## src/rtl/rxl_pkg.sv

```systemverilog
package rxl_pkg;

   typedef enum logic [1:0] {
      ACC_LOAD  = 2'd0,
      ACC_STORE = 2'd1,
      ACC_FETCH = 2'd2,
      ACC_RSVD  = 2'd3
   } acc_kind_e;

   typedef enum logic [1:0] {
      CZ_NONE  = 2'd0,
      CZ_LOAD  = 2'd1,
      CZ_STORE = 2'd2,
      CZ_FETCH = 2'd3
   } deny_cause_e;

   typedef struct packed {
      logic r;
      logic w;
      logic x;
   } perm_t;

endpackage

```

## src/rtl/rxl_table.sv

```systemverilog
module rxl_table #(
   parameter int IDX_W    = 3,
   parameter int ATTR_W   = 4,
   parameter int RST_ATTR = 2
) (
   input  logic              clk,
   input  logic              rst_n,
   input  logic              wr_en,
   input  logic [IDX_W-1:0]  wr_idx,
   input  logic [IDX_W-1:0]  wr_reg,
   input  logic [ATTR_W-1:0] wr_attr,
   input  logic [IDX_W-1:0]  rd_idx,
   output logic [IDX_W-1:0]  rd_reg,
   output logic [ATTR_W-1:0] rd_attr
);
   localparam int NREG = 1 << IDX_W;

   logic [IDX_W-1:0]  reg_arr  [NREG];
   logic [ATTR_W-1:0] attr_arr [NREG];

   for (genvar i = 0; i < NREG; i++) begin : g_ent
      localparam logic [IDX_W-1:0]  RST_REG = IDX_W'(i);
      localparam logic [ATTR_W-1:0] RST_A   = ATTR_W'(RST_ATTR);
      logic [IDX_W-1:0]  reg_q;
      logic [ATTR_W-1:0] attr_q;
      logic              hit;

      assign hit = wr_en && (wr_idx == RST_REG);

      always_ff @(posedge clk) begin
         if (!rst_n) begin
            reg_q  <= RST_REG;
            attr_q <= RST_A;
         end else if (hit) begin
            reg_q  <= wr_reg;
            attr_q <= wr_attr;
         end
      end

      assign reg_arr[i]  = reg_q;
      assign attr_arr[i] = attr_q;
   end

   assign rd_reg  = reg_arr[rd_idx];
   assign rd_attr = attr_arr[rd_idx];
endmodule

```

## src/rtl/rxl_perm_decode.sv

```systemverilog
module rxl_perm_decode #(
   parameter int ATTR_W = 4
) (
   input  logic [ATTR_W-1:0] attr,
   output rxl_pkg::perm_t    perm
);
   localparam logic [ATTR_W-1:0] A_NORW = ATTR_W'(3);
   localparam logic [ATTR_W-1:0] A_RWLIM = ATTR_W'(6);
   localparam logic [ATTR_W-1:0] A_BYP = ATTR_W'(14);
   localparam logic [ATTR_W-1:0] A_XLO = ATTR_W'(1);
   localparam logic [ATTR_W-1:0] A_XHI = ATTR_W'(5);

   logic rw_ok;
   logic x_ok;

   always_comb begin
      rw_ok = ((attr < A_RWLIM) && (attr != A_NORW)) || (attr == A_BYP);
      x_ok  = (attr >= A_XLO) && (attr <= A_XHI);
      perm  = '{r: rw_ok, w: rw_ok, x: x_ok};
   end
endmodule

```

## src/rtl/rxl_access_check.sv

```systemverilog
module rxl_access_check #(
   parameter bit SIDE_DATA = 1'b1
) (
   input  logic [1:0]     acc_type,
   input  rxl_pkg::perm_t perm,
   output logic           deny,
   output logic [1:0]     cause
);
   import rxl_pkg::*;

   deny_cause_e cz;

   if (SIDE_DATA) begin : g_data
      always_comb begin
         unique case (acc_kind_e'(acc_type))
            ACC_STORE: cz = perm.w ? CZ_NONE : CZ_STORE;
            ACC_FETCH: cz = perm.x ? CZ_NONE : CZ_FETCH;
            default:   cz = perm.r ? CZ_NONE : CZ_LOAD;
         endcase
      end
   end else begin : g_insn
      logic unused_type;
      logic unused_rw;
      assign unused_type = ^acc_type;
      assign unused_rw   = perm.r ^ perm.w;
      always_comb cz = perm.x ? CZ_NONE : CZ_FETCH;
   end

   assign cause = cz;
   assign deny  = (cz != CZ_NONE);
endmodule

```

## src/rtl/rxl_region_xlate.sv

```systemverilog
module rxl_region_xlate #(
   parameter int ADDR_W    = 32,
   parameter int IDX_W     = 3,
   parameter int ATTR_W    = 4,
   parameter int RST_ATTR  = 2,
   parameter bit SIDE_DATA = 1'b1
) (
   input  logic              clk,
   input  logic              rst_n,
   input  logic              wr_en,
   input  logic [IDX_W-1:0]  wr_idx,
   input  logic [ADDR_W-1:0] wr_base,
   input  logic [ATTR_W-1:0] wr_attr,
   input  logic [ADDR_W-1:0] va,
   input  logic [1:0]        acc_type,
   output logic [ADDR_W-1:0] pa,
   output logic [ADDR_W-1:0] span,
   output logic              perm_r,
   output logic              perm_w,
   output logic              perm_x,
   output logic              deny,
   output logic [1:0]        cause
);
   import rxl_pkg::*;

   localparam int OFF_W = ADDR_W - IDX_W;
   localparam logic [ADDR_W-1:0] SPAN_C = {{(ADDR_W-1){1'b0}}, 1'b1} << OFF_W;

   if (IDX_W < 1 || IDX_W > 8) begin : g_bad_idx
      $error("rxl_region_xlate: IDX_W must lie in 1..8");
   end
   if (ADDR_W <= IDX_W) begin : g_bad_addr
      $error("rxl_region_xlate: ADDR_W must exceed IDX_W");
   end
   if (ATTR_W != 4) begin : g_bad_attr
      $error("rxl_region_xlate: attribute decode needs ATTR_W of 4");
   end
   if (RST_ATTR < 0 || RST_ATTR >= (1 << ATTR_W)) begin : g_bad_rst
      $error("rxl_region_xlate: RST_ATTR out of range");
   end

   logic [IDX_W-1:0]  rd_idx;
   logic [IDX_W-1:0]  rd_reg;
   logic [ATTR_W-1:0] rd_attr;
   logic [OFF_W-1:0]  va_off;
   logic              unused_wlo;
   perm_t             perm;

   assign rd_idx     = va[ADDR_W-1:OFF_W];
   assign va_off     = va[OFF_W-1:0];
   assign unused_wlo = ^wr_base[OFF_W-1:0];

   rxl_table #(
      .IDX_W   (IDX_W),
      .ATTR_W  (ATTR_W),
      .RST_ATTR(RST_ATTR)
   ) u_table (
      .clk    (clk),
      .rst_n  (rst_n),
      .wr_en  (wr_en),
      .wr_idx (wr_idx),
      .wr_reg (wr_base[ADDR_W-1:OFF_W]),
      .wr_attr(wr_attr),
      .rd_idx (rd_idx),
      .rd_reg (rd_reg),
      .rd_attr(rd_attr)
   );

   rxl_perm_decode #(
      .ATTR_W(ATTR_W)
   ) u_perm (
      .attr(rd_attr),
      .perm(perm)
   );

   rxl_access_check #(
      .SIDE_DATA(SIDE_DATA)
   ) u_chk_acc (
      .acc_type(acc_type),
      .perm    (perm),
      .deny    (deny),
      .cause   (cause)
   );

   assign pa     = {rd_reg, va_off};
   assign span   = SPAN_C;
   assign perm_r = perm.r;
   assign perm_w = perm.w;
   assign perm_x = perm.x;
endmodule

```

## config.mk

```make
export PLATFORM = sky130hd
export DESIGN_NAME = rxl_region_xlate
export DESIGN_NICKNAME = d
export VERILOG_FILES = /design/src/rtl/rxl_pkg.sv /design/src/rtl/rxl_table.sv /design/src/rtl/rxl_perm_decode.sv /design/src/rtl/rxl_access_check.sv /design/src/rtl/rxl_region_xlate.sv
export SDC_FILE = /design/constraint.sdc
export NUM_CORES = 1
export LEC_CHECK = 0
export BUFFER_PORTS_ARGS = -buffer_cell sky130_fd_sc_hd__clkbuf_2
export CAP_MARGIN = 20
export CORE_ASPECT_RATIO = 1.5
export CORE_UTILIZATION = 48
export DETAILED_ROUTE_END_ITERATION = 12
export PLACE_DENSITY = 0.82
export SLEW_MARGIN = 0
export SYNTH_ARGS = -nofsm -noshare
export SYNTH_HDL_FRONTEND = slang
export SYNTH_SLANG_ARGS = --single-unit
```

## constraint.sdc

```tcl
create_clock -name clk -period 2.63 [get_ports clk]
set_input_delay 0.3945 -clock clk [delete_from_list [all_inputs] [get_ports clk]]
set_output_delay 0.3945 -clock clk [all_outputs]
set_load 0.05 [all_outputs]
```

# Word-level counts from Yosys, hierarchy flattened
# Index checks and enable logic that the tools add are counted.
dict set report op_classes {
  order_cmp 4
  n_eq_ne 11
  mux 10
  bitwise 1
  reduce_logical 13
}
# op n
set ops {}
lappend ops {{4-bit binary-select mux with 3-bit select} 1}
lappend ops {{3-bit == test (second input constant)} 4}
lappend ops {{1-bit logical AND} 10}
lappend ops {{3-bit binary-select mux with 3-bit select} 1}
lappend ops {{4-bit two-way mux} 2}
lappend ops {{3-bit by 2-bit == test with 1-bit output (second input constant)} 2}
lappend ops {{3-bit two-way mux} 2}
lappend ops {{4-bit == test (second input constant)} 1}
lappend ops {{4-bit by 1-bit >= comparator with 1-bit output (second input constant)} 1}
lappend ops {{4-bit >= comparator (second input constant)} 1}
lappend ops {{4-bit by 3-bit <= comparator with 1-bit output (second input constant)} 1}
lappend ops {{4-bit by 3-bit < comparator with 1-bit output (second input constant)} 1}
lappend ops {{2-bit two-way mux} 2}
lappend ops {{4-bit by 2-bit inequality test with 1-bit output (second input constant)} 1}
lappend ops {{3-bit NOT with 4-bit output} 1}
lappend ops {{2-bit one-hot mux with 2 select lines} 1}
lappend ops {{3-bit by 1-bit == test with 1-bit output (second input constant)} 1}
lappend ops {{3-bit logical NOT} 1}
lappend ops {{2-bit by 1-bit == test with 1-bit output (second input constant)} 1}
lappend ops {{2-bit == test (second input constant)} 1}
lappend ops {{2-bit nonzero test} 1}
lappend ops {{1-bit logical OR} 1}
lappend ops {{1-bit two-way mux} 1}
dict set report totals {
  ff_bits 56
  input_bits 76
  out_inout_bits 70
  word_cells 55
}

# Depth between registers and ports, before layout
# Gate-level depths: netlist of run 1.
dict set report depth {
  depth_word 10
  ltp_mapped 8
  depth_no_buf 7
}

# By module
# From an unflattened synthesis of run 1, not the netlist that was laid out.
dict set report unflattened {
  cells_unflattened 313
  hier_area_um2 3250.6
}
# mod instances cells_each area_each_um2 seq_area_each_um2
set by_module_without_submodules {}
lappend by_module_without_submodules {rxl_table 1 231 2652.5 1121.1}
lappend by_module_without_submodules {rxl_region_xlate 1 63 465.4 0.0}
lappend by_module_without_submodules {rxl_access_check 1 11 76.3 0.0}
lappend by_module_without_submodules {rxl_perm_decode 1 8 56.3 0.0}

# Worst setup path after synthesis of run 1
# Ideal clock, no wire load.
dict set report synth_path {
  path_kind {input port to output port}
  from {input va[29]}
  to {output perm_w}
  t_arrival_ps 3108
  required_ps 2236
  slack_ps -873
  stages 6
  path_buffers 3
  path_cell_list {buf_6 > buf_12 > mux4_2 > mux2_4 > o31ai_1 > buf_4}
}
dict set report synth_via {
  elab_chain_cells 7
  word_cells_on_any_way 9
  classes_between {order compare: 1; eq/ne: 2; mux: 3; bitwise: 1; reduce/logical: 2}
}
# item line
set synth_rtl {}
lappend synth_rtl {{start: declaration} rxl_region_xlate.sv:14} ;# input logic [ADDR_W-1:0] va,
lappend synth_rtl {{3-bit NOT with 4-bit output (not written as such) (*)} rxl_table.sv:45} ;# assign rd_attr = attr_arr[rd_idx];
lappend synth_rtl {{4-bit binary-select mux with 3-bit select (*)} rxl_table.sv:45}
lappend synth_rtl {{4-bit two-way mux (not written as such) (*) (2 in a row)} rxl_table.sv:45}
lappend synth_rtl {{4-bit by 3-bit < comparator with 1-bit output / 4-bit by 2-bit inequality test with 1-bit output (equally long branches)} rxl_perm_decode.sv:17} ;# rw_ok = ((attr < A_RWLIM) && (attr != A_NORW)) || (attr == A_BYP);
lappend synth_rtl {{1-bit logical AND} rxl_perm_decode.sv:17}
lappend synth_rtl {{1-bit logical OR (*)} rxl_perm_decode.sv:17}
lappend synth_rtl {{end: declaration} rxl_region_xlate.sv:19} ;# output logic perm_w,
# Mark *: on every way between the ends. The rest lies on a longest branch, timed or not. The select of a mux whose other input is x is not followed.

# Final worst setup path of run 1
dict set report layout_path {
  from {register u_table.g_ent[5].attr_q[1]}
  to {output deny}
}
dict set report layout_via {
  elab_chain_cells 9
  word_cells_on_any_way 16
  classes_between {order compare: 3; eq/ne: 2; mux: 7; reduce/logical: 4}
}
# item line
set layout_rtl {}
lappend layout_rtl {{start: declaration} rxl_table.sv:25} ;# logic [ATTR_W-1:0] attr_q;
lappend layout_rtl {{start signal: assignment} rxl_table.sv:36} ;# attr_q <= wr_attr;
lappend layout_rtl {{4-bit binary-select mux with 3-bit select (*)} rxl_table.sv:45}
lappend layout_rtl {{4-bit two-way mux (not written as such) (*) (2 in a row)} rxl_table.sv:45}
lappend layout_rtl {{4-bit by 3-bit < comparator with 1-bit output / 4-bit by 2-bit inequality test with 1-bit output (equally long branches)} rxl_perm_decode.sv:17}
lappend layout_rtl {{1-bit logical AND} rxl_perm_decode.sv:17}
lappend layout_rtl {{1-bit logical OR} rxl_perm_decode.sv:17}
lappend layout_rtl {{1-bit two-way mux / 2-bit two-way mux (equally long branches)} {rxl_access_check.sv:18, rxl_access_check.sv:16}}
lappend layout_rtl {{2-bit one-hot mux with 2 select lines (*)} rxl_access_check.sv:15} ;# unique case (acc_kind_e'(acc_type))
lappend layout_rtl {{2-bit nonzero test (*)} rxl_access_check.sv:30} ;# assign deny = (cz != CZ_NONE);
lappend layout_rtl {{end: declaration} rxl_region_xlate.sv:21} ;# output logic deny,
# Marked as above.

==> results.json, run 1 <==
{
  "setup-violations-final": 2,
  "dp_cells": 462,
  "synth-edff-count": 0,
  "syn_area_sq_um": 3270,
  "relSlewSlack": 0.376,
  "ant_nets": 0,
  "n_antenna_cell": 0,
  "postPlaceCellArea_sq_um": 3270,
  "power_mw": 1.76,
  "synth.most_common_cell": "nand2_1",
  "layout_setup_ws_ns": -0.0741,
  "synthTopCellsByArea": "dfxtp_1, buf_4, nand2_1, a21boi_1, mux4_2",
  "finalCritPeriodShare": 1.03,
  "async_reset_ff_frac": 0,
  "place_congestion": 0.902,
  "ys_seq_elements": 56,
  "fin_crit_ns": 2.70,
  "final-max-slew-violation-count": 0,
  "ys_warn_count": 0,
  "final_cell_count_no_fill": 470,
  "worstSetupStartpointType": "register",
  "worstPathCellList": "mux4_2 -> mux2_4 -> and2_4 -> a311oi_4 -> o2111ai_2 -> buf_8",
  "path_class": "reg -> out",
  "io_pins": 146,
  "critPathMaxFanout": 4,
  "h-tree-depth": 2,
  "r2r_setup_slack_ns": 1.99,
  "core_area_sq_um": 6530,
  "viasPerCell": 5.42,
  "initial_core_util": 0.501,
  "antenna_found_initial": 0,
  "status": "finished, violations left",
  "die_area_sq_um": 7150,
  "wl_um": 7160,
  "drtIter0Drc": 51,
  "p_leak_nw": 1.41,
  "finalInstanceArea_sq_um": 3420,
  "hold_buffers": 0,
  "layout-drive-gt1-share": 0.211,
  "synth_commonest_cells": "nand2_1, buf_4, dfxtp_1, a21boi_1, nand3_1",
  "tritoncts": "built",
  "rsz0062_at_grt": "true",
  "cp_slowest_cell": "mux4_2",
  "violations": "negative setup slack",
  "clockBufferDepth": 2,
  "hold_path_class": "in -> reg",
  "rows": 36,
  "dr.pass1.iters": 4,
  "fin_worst_skew_ns": 0,
  "synth.top_cell.area_share": 0.343,
  "fin_setup_tns_ns": -0.110,
  "cts_sinks": 56,
  "cp.arrival_ns": 2.31,
  "cpPeakStageDelay_ns": 0.48,
  "cts_buffers": 5,
  "drc": 0,
  "synthCells": 389,
  "die_h_um": 103,
  "tightest_slew_ns": 0.937,
  "grt_pass1_vias": 2543,
  "ys_seq_area_frac": 0.343,
  "fp.dieW_um": 69.4,
  "hold_viol": 0,
  "root_buffer": "clkbuf_8",
  "postSynthAreaPerCell_sq_um": 8.40,
  "timing.max_cap.violations": 0,
  "yosysTopAreaCell": "dfxtp_1",
  "grt.total_usage": 0.211,
  "path_clk_slew_ns": 0.09,
  "overflow": 0,
  "fmax_mhz": 370,
  "grt_pass1_wl_um": 11800,
  "clock_latency_ns": 0.31,
  "cp.required_ns": 2.24,
  "p_per_area_nw_per_um2": 514,
  "grt_max_degree": 57,
  "synthFlopType": "dfxtp_1",
  "nets": 471,
  "area_delta_synth_final_pct": 4.63,
  "dp.final_hpwl_um": 5500,
  "vdd_ir_drop_max_mv": 0.337,
  "end_kind": "primary output",
  "port_buffers": 26,
  "num_vias": 2547,
  "ys_types": 38,
  "detail_route.wl_per_cell_um": 15.2
}
==> cells by family after synthesis <==
kind of cell | count (synthesis) | share of synthesized area
AOI/OAI and AO/OA | 45 | 0.105
adders and majority gates | 2 | 0.00765
buffers and inverters | 85 | 0.178
DFF | 56 | 0.343
muxes | 23 | 0.136
other | 2 | 0.00230
and+or+nand+nor | 176 | 0.228
==> cells in the final DEF (no fill, tap or decap), types with 4 or more instances in the layout <==
cell type | synthesis | final
clkbuf_8 | 0 | 8
mux4_2 | 12 | 12
nand3_1 | 26 | 26
nor2_1 | 12 | 12
dfxtp_1 | 56 | 55
buf_4 | 63 | 22
nand2_1 | 120 | 120
a21boi_1 | 36 | 36
clkbuf_2 | 0 | 20
nor2b_1 | 4 | 4
conb_1 | 2 | 32
==> where the power goes <==
part           switching (mW)  internal [mW]
logic                   0.271          0.121
clock network           0.270          0.216
registers              0.0113          0.870
==> final timing paths <==
path                                                         startpoint                                       to  cells past startpoint
worst max-delay path            u_table.g_ent[5].attr_q[1]$_SDFFE_PN1P_                                     deny                      6
worst min-delay path                                        wr_base[30]   u_table.g_ent[4].reg_q[1]$_SDFFE_PN0P_                      3
worst max register to register   u_table.g_ent[7].reg_q[2]$_SDFFE_PN1P_   u_table.g_ent[7].reg_q[2]$_SDFFE_PN1P_                      2
worst min register to register  u_table.g_ent[6].attr_q[2]$_SDFFE_PN0P_  u_table.g_ent[6].attr_q[2]$_SDFFE_PN0P_                      2
==> repair_timing <==
item | in CTS | in global routing
gates cloned | 0 | 0
endpoints found under the setup margin | 6 | 6
setup buffers | 0 | 0
pin swaps | 4 | 2
resized for setup | 11 | 4
==> metal layers <==
layer,GRT usage,part of all wire
met3,0.0430,0.054
met2,0.386,0.52
met5,0,0
met4,0.174,0.056
met1,0.207,0.37
==> per-stage QoR <==
stage,util,setup WS [ns],hold WS [ns]
after floorplan,-,-0.0726,0.430
after global placement,0.500,-0.145,0.438
after detailed placement,0.500,-0.194,0.446
after CTS,0.523,-0.0491,0.403
after global routing,0.524,-0.126,0.418
final,0.524,-0.0741,0.407
==> area by class of cell <==
class	instances	area [sq um]
timing repair buffer	48	363
fill	574	3110
clock buffer	8	90.1
multi-input combinational	278	1740
inverter	4	15.0
tap	76	95.1
sequential	56	1120
==> flip-flops by register name, indices dropped and copies added (netlist names) <==
signal	flops
u_table.g_ent.attr_q	32
u_table.g_ent.reg_q	24
==> worst max-delay path: cells and delay by family (launching register included) <==
kind,cells,cell delay [ns]
compound gates,2,0.53
flops,1,0.33
simple gates,1,0.16
buf+inv,1,0.19
mux,2,0.80
(Power assumes the default switching activity.)
==> run 2: changes to the inputs <==
--- a/config.mk
+++ b/config.mk
@@ -8,9 +8,10 @@
 export BUFFER_PORTS_ARGS = -buffer_cell sky130_fd_sc_hd__clkbuf_2
 export CAP_MARGIN = 20
 export CORE_ASPECT_RATIO = 1.5
-export CORE_UTILIZATION = 48
+export CORE_UTILIZATION = 35
 export DETAILED_ROUTE_END_ITERATION = 12
-export PLACE_DENSITY = 0.82
+export MAX_ROUTING_LAYER = met4
+export PLACE_DENSITY = 0.63
 export SLEW_MARGIN = 0
 export SYNTH_ARGS = -nofsm -noshare
 export SYNTH_HDL_FRONTEND = slang
==> run 2 against run 1 <==
Against the previous run: the run still ends with negative setup slack left; total power rose by 17%; via count decreased by 1.1%; sequential share of layout area fell by 1.6 points; cell area up 5.2%; global-route usage down 4.2 points; final cell count is 7.0% higher; worst hold slack improved by 0.020 ns; register-to-register slack about the same; non-clock buffer count fell by 1; setup slack improved by 0.065 ns; routed wire length increased by 3.7%; critical endpoint unchanged; highest routed layer unchanged.
==> results.json, run 2 (synthesis gave the netlist of run 1 again) <==
{
  "cts_buffers": 5,
  "antenna_found_initial": 0,
  "regMostFlops": "u_table.g_ent.attr_q",
  "fp.dieW_um": 80.9,
  "root_buffer": "clkbuf_16",
  "n_antenna_cell": 0,
  "drc": 0,
  "h-tree-depth": 2,
  "rsz0062_at_grt": "true",
  "layout_commonest_cell": "nand2_1",
  "path_delay_family": "multiplexers",
  "viasPerCell": 5.01,
  "vdd_ir_drop_max_mv": 0.265,
  "critPathMaxFanout": 3,
  "cpPeakStageDelay_ns": 0.47,
  "p_comb_frac": 0.194,
  "rows": 42,
  "core_area_sq_um": 8930,
  "die_area_sq_um": 9740,
  "min_path_cells": 3,
  "relSlewSlack": 0.331,
  "setup-violations-final": 2,
  "path_class": "reg -> out",
  "tritoncts": "built",
  "utilization": 0.403,
  "tightest_slew_ns": 1.00,
  "worstSetupStartpointType": "register",
  "hold_path_class": "in -> reg",
  "path_clk_slew_ns": 0.07,
  "worstPathCellList": "mux4_2 -> mux2_4 -> and2_4 -> a311oi_4 -> o2111ai_2 -> buf_8",
  "p_int_mw": 1.47,
  "detail_route.wl_per_cell_um": 14.8,
  "reg_top3": "u_table.g_ent.attr_q (32), u_table.g_ent.reg_q (24)",
  "area_delta_synth_final_pct": 10.0,
  "largest_reg_flops": 32,
  "crit_cells": 6,
  "violations": "negative setup slack",
  "cp_num_buf_inv": 1,
  "p_leak_nw": 1.46,
  "die_h_um": 120,
  "layout-drive-gt1-share": 0.226,
  "p_switching_mw": 0.586,
  "status": "finished, violations left",
  "grt.total_usage": 0.170,
  "r2r_cells": 2,
  "layout_setup_ws_ns": -0.00934,
  "ant_nets": 0,
  "wl_um": 7420,
  "clockBufferDepth": 2,
  "hold_viol": 0,
  "drtIter0Drc": 178,
  "hold_buffers": 0,
  "switching_share": 0.285,
  "final_cell_mix": "nand2_1, dfxtp_1, a21boi_1",
  "pwr-share-clk": 0.378,
  "cp_slowest_cell": "mux4_2",
  "dr.pass1.iters": 4,
  "finalCritPeriodShare": 1.00,
  "cp.required_ns": 2.24,
  "io_pins": 146,
  "overflow": 0,
  "dp.final_hpwl_um": 5080,
  "grt_pass1_vias": 2424,
  "nets": 470,
  "grt_pass1_wl_um": 12100,
  "place_congestion": 0.779,
  "power_mw": 2.06,
  "p_per_area_nw_per_um2": 572,
  "fin_crit_ns": 2.64,
  "fmax_mhz": 379,
  "final-max-slew-violation-count": 0,
  "grt_max_degree": 57,
  "power_frac_seq": 0.428,
  "fin_worst_skew_ns": 0,
  "port_buffers": 26,
  "timing.max_cap.violations": 0,
  "num_vias": 2520,
  "cp.arrival_ns": 2.24,
  "end_kind": "primary output",
  "initial_core_util": 0.366,
  "cts_sinks": 56,
  "clock_latency_ns": 0.29
}
-- run 2: cell types whose count changed in the layout (fill, tap and decap cells not counted), sizes merged --
cell / change
buf: +1
bufinv: +1
clkbuf: -4
clkinv: +1
-- run 2: layer usage --
layer	global-route usage	wire length [um]
met1	0.205	3060
met2	0.275	3680
met3	0.0279	412
met4	0.0737	271
met5	-	0
-- run 2: timing repair --
action	in CTS	in global routing
resized for setup	16	17
hold endpoints to repair	0	0
gates cloned	1	0
setup buffers	2	2
endpoints found under the setup margin	5	6
pin swaps	6	6
-- run 2: through the flow --
| stage | worst slack (ns) | instance area, sq um | TNS (ns) | cells | hold slack [ns] |
|---|---|---|---|---|---|
| global route | -0.0897 | 3600 | -0.171 | 503 | 0.446 |
| finish | -0.00934 | 3600 | -0.0130 | 503 | 0.427 |
| detailed placement | -0.149 | 3270 | -0.563 | 491 | 0.445 |
| global placement | -0.131 | 3270 | -0.422 | 491 | 0.437 |
| floorplan | -0.0726 | 3420 | -0.144 | 419 | 0.430 |
| CTS | -0.0461 | 3570 | -0.222 | 502 | 0.427 |
-- run 2: worst min-delay path, delay by kind of cell --
kind	cells	cell delay (ns)
buffers and inverters	1	0.15
and+or+nand+nor	1	0.08
AOI/OAI and AO/OA	1	0.05
-- run 2: cell type report --
class                      count  area (sq um)
clock buffer                   6           139
clock inverter                 2          38.8
fill                         907          5340
inverter                       4          15.0
multi-input combinational    278          1750
sequential                    56          1120
tap                          110           138
timing repair buffer          47           398
-- run 2: worst paths after layout --
path,startpoint,endpoint,slack [ns]
worst max-delay path,u_table.g_ent[5].attr_q[1]$_SDFFE_PN1P_,deny,-0.009
worst min-delay path,wr_attr[3],u_table.g_ent[2].attr_q[3]$_SDFFE_PN0P_,0.43
worst max register to register,u_table.g_ent[6].attr_q[3]$_SDFFE_PN0P_,u_table.g_ent[6].attr_q[3]$_SDFFE_PN0P_,1.99
worst min register to register,u_table.g_ent[2].reg_q[2]$_SDFFE_PN0P_,u_table.g_ent[2].reg_q[2]$_SDFFE_PN0P_,0.45
-- run 2: power groups by stage --
| stage | Combinational (mW) | Clock [mW] | Sequential, mW |
|---|---|---|---|
| after global placement | 0.365 | 0 | 0.899 |
| after detailed placement | 0.371 | 0 | 0.900 |
| after CTS | 0.395 | 0.791 | 0.880 |
| after floorplan | 0.459 | 0 | 0.897 |
| after global routing | 0.429 | 0.832 | 0.883 |
| final | 0.400 | 0.779 | 0.880 |
==> run 3: changes to the inputs <==
--- a/config.mk
+++ b/config.mk
@@ -8,10 +8,10 @@
 export BUFFER_PORTS_ARGS = -buffer_cell sky130_fd_sc_hd__clkbuf_2
 export CAP_MARGIN = 20
 export CORE_ASPECT_RATIO = 1.5
-export CORE_UTILIZATION = 35
+export CORE_UTILIZATION = 48
 export DETAILED_ROUTE_END_ITERATION = 12
 export MAX_ROUTING_LAYER = met4
-export PLACE_DENSITY = 0.63
+export PLACE_DENSITY = 0.82
 export SLEW_MARGIN = 0
 export SYNTH_ARGS = -nofsm -noshare
 export SYNTH_HDL_FRONTEND = slang
==> run 3 against run 2 <==
Against the previous run: the flow still finishes with violations (negative setup slack); final cell count down 6.6%; setup slack worse by 0.062 ns; die area fell by 27%; sequential share of layout area rose by 1.6 points; worst hold slack got worse by 0.016 ns; non-clock buffer count rose by 1; count of clock-buffer cells in the layout is 2 higher.
==> results.json, run 3 (synthesis gave the netlist of run 1 again) <==
{
  "dp.final_hpwl_um": 5500,
  "io_pins": 146,
  "clock_latency_ns": 0.31,
  "die_area_sq_um": 7150,
  "tritoncts": "built",
  "h-tree-depth": 2,
  "relSlewSlack": 0.379,
  "grt_pass1_wl_um": 11800,
  "drc": 0,
  "cts_buffers": 5,
  "cp.required_ns": 2.24,
  "fp.dieW_um": 69.4,
  "timing.hold.ws_ns": 0.410,
  "fin_crit_ns": 2.70,
  "fmax_mhz": 370,
  "fin_worst_skew_ns": 0,
  "num_vias": 2555,
  "reg_top3": "u_table.g_ent.attr_q (32), u_table.g_ent.reg_q (24)",
  "timing.max_cap.violations": 0,
  "end_kind": "primary output",
  "regMostFlops": "u_table.g_ent.attr_q",
  "fin_setup_tns_ns": -0.105,
  "violations": "negative setup slack",
  "initial_core_util": 0.501,
  "vdd_ir_drop_max_mv": 0.336,
  "layout_commonest_cell": "nand2_1",
  "hold_buffers": 0,
  "drtIter0Drc": 49,
  "rows": 36,
  "wl_um": 7150,
  "critPathMaxFanout": 4,
  "largest_reg_flops": 32,
  "r2r_setup_slack_ns": 1.99,
  "nets": 471,
  "place_congestion": 0.918,
  "finalCritPeriodShare": 1.03,
  "grt_pass1_vias": 2544,
  "overflow": 0,
  "area_delta_synth_final_pct": 4.63,
  "setup-violations-final": 2,
  "path_class": "reg -> out",
  "final_cell_mix": "nand2_1, dfxtp_1, a21boi_1",
  "fillers": 574,
  "grt.total_usage": 0.218,
  "detail_route.wl_per_cell_um": 15.2,
  "root_buffer": "clkbuf_8",
  "hold_viol": 0,
  "cts_sinks": 56,
  "clockBufferDepth": 2,
  "rsz0062_at_grt": "true",
  "grt_max_degree": 57,
  "cts_setup_buffers": 0,
  "cp.arrival_ns": 2.31,
  "path_clk_slew_ns": 0.09,
  "tightest_slew_ns": 0.932,
  "hold_path_class": "in -> reg",
  "dr.pass1.iters": 4,
  "core_area_sq_um": 6530,
  "p_leak_nw": 1.41,
  "layout_setup_ws_ns": -0.0716,
  "status": "finished, violations left",
  "viasPerCell": 5.44,
  "die_h_um": 103,
  "p_per_area_nw_per_um2": 513,
  "final-max-slew-violation-count": 0,
  "ant_nets": 0,
  "layout-drive-gt1-share": 0.211,
  "n_antenna_cell": 0,
  "antenna_found_initial": 0,
  "worstSetupStartpointType": "register",
  "port_buffers": 26
}
## run 3: cell types whose count changed in the layout (fill, tap and decap cells not counted), sizes merged
cell / previous run / this run
clkinv: 1 / 0
buf: 27 / 26
bufinv: 1 / 0
clkbuf: 26 / 30
## run 3: power by group
group | internal, mW | switching, mW | total (mW)
Sequential | 0.870 | 0.0113 | 0.881
Combinational | 0.121 | 0.270 | 0.391
Clock | 0.216 | 0.268 | 0.484
## run 3: layout make-up
type / count / area (sq um) / area share
clock buffers: 8 / 90.1 / 0.0263
inverters: 4 / 15.0 / 0.00439
multi-input cells: 278 / 1740 / 0.507
flip-flops and latches: 56 / 1120 / 0.328
well taps: 76 / 95.1 / 0.0278
repair buffers: 48 / 363 / 0.106
## run 3: worst paths after layout
path	startpoint	end	cells after the start
worst min register to register	u_table.g_ent[6].attr_q[2]$_SDFFE_PN0P_	u_table.g_ent[6].attr_q[2]$_SDFFE_PN0P_	2
worst max-delay path	u_table.g_ent[5].attr_q[1]$_SDFFE_PN1P_	deny	6
worst min-delay path	wr_base[29]	u_table.g_ent[2].reg_q[0]$_SDFFE_PN0P_	3
worst max register to register	u_table.g_ent[1].reg_q[1]$_SDFFE_PN0P_	u_table.g_ent[1].reg_q[1]$_SDFFE_PN0P_	2
## run 3: layer usage
layer | GRT usage | up-vias | routed length (um) | share of wire
li1 | - | 1210 | - | -
met3 | 0.0420 | 42 | 412 | 0.058
met2 | 0.386 | 103 | 3710 | 0.52
met4 | 0.174 | 0 | 435 | 0.061
met1 | 0.207 | 1200 | 2590 | 0.36
met5 | - | - | 0 | 0
## run 3: what timing repair did
action                                  in CTS  in global routing
gates resized for setup                     11                  4
pin swaps                                    4                  2
endpoints found under the setup margin       6                  6
## run 3: worst max-delay path, cell delays in order, from the launching register on
cell and delay (ns):
dfxtp_2 0.33, mux4_2 0.48, mux2_4 0.32, and2_4 0.16, a311oi_4 0.33, o2111ai_2 0.20, buf_8 0.19
## run 3: stage by stage
| step | area (sq um) | power (mW) | utilization | setup slack (ns) | cells |
|---|---|---|---|---|---|
| 6_report | 3420 | 1.76 | 0.524 | -0.0716 | 470 |
| 5_1_grt | 3420 | 1.82 | 0.524 | -0.126 | 470 |
| 4_1_cts | 3410 | 1.75 | 0.523 | -0.0491 | 470 |
| 3_5_place_dp | 3270 | 1.28 | 0.500 | -0.194 | 462 |
| 3_3_place_gp | 3270 | 1.27 | 0.500 | -0.145 | 462 |
| 2_1_floorplan | 3420 | 1.36 | - | -0.0726 | 419 |
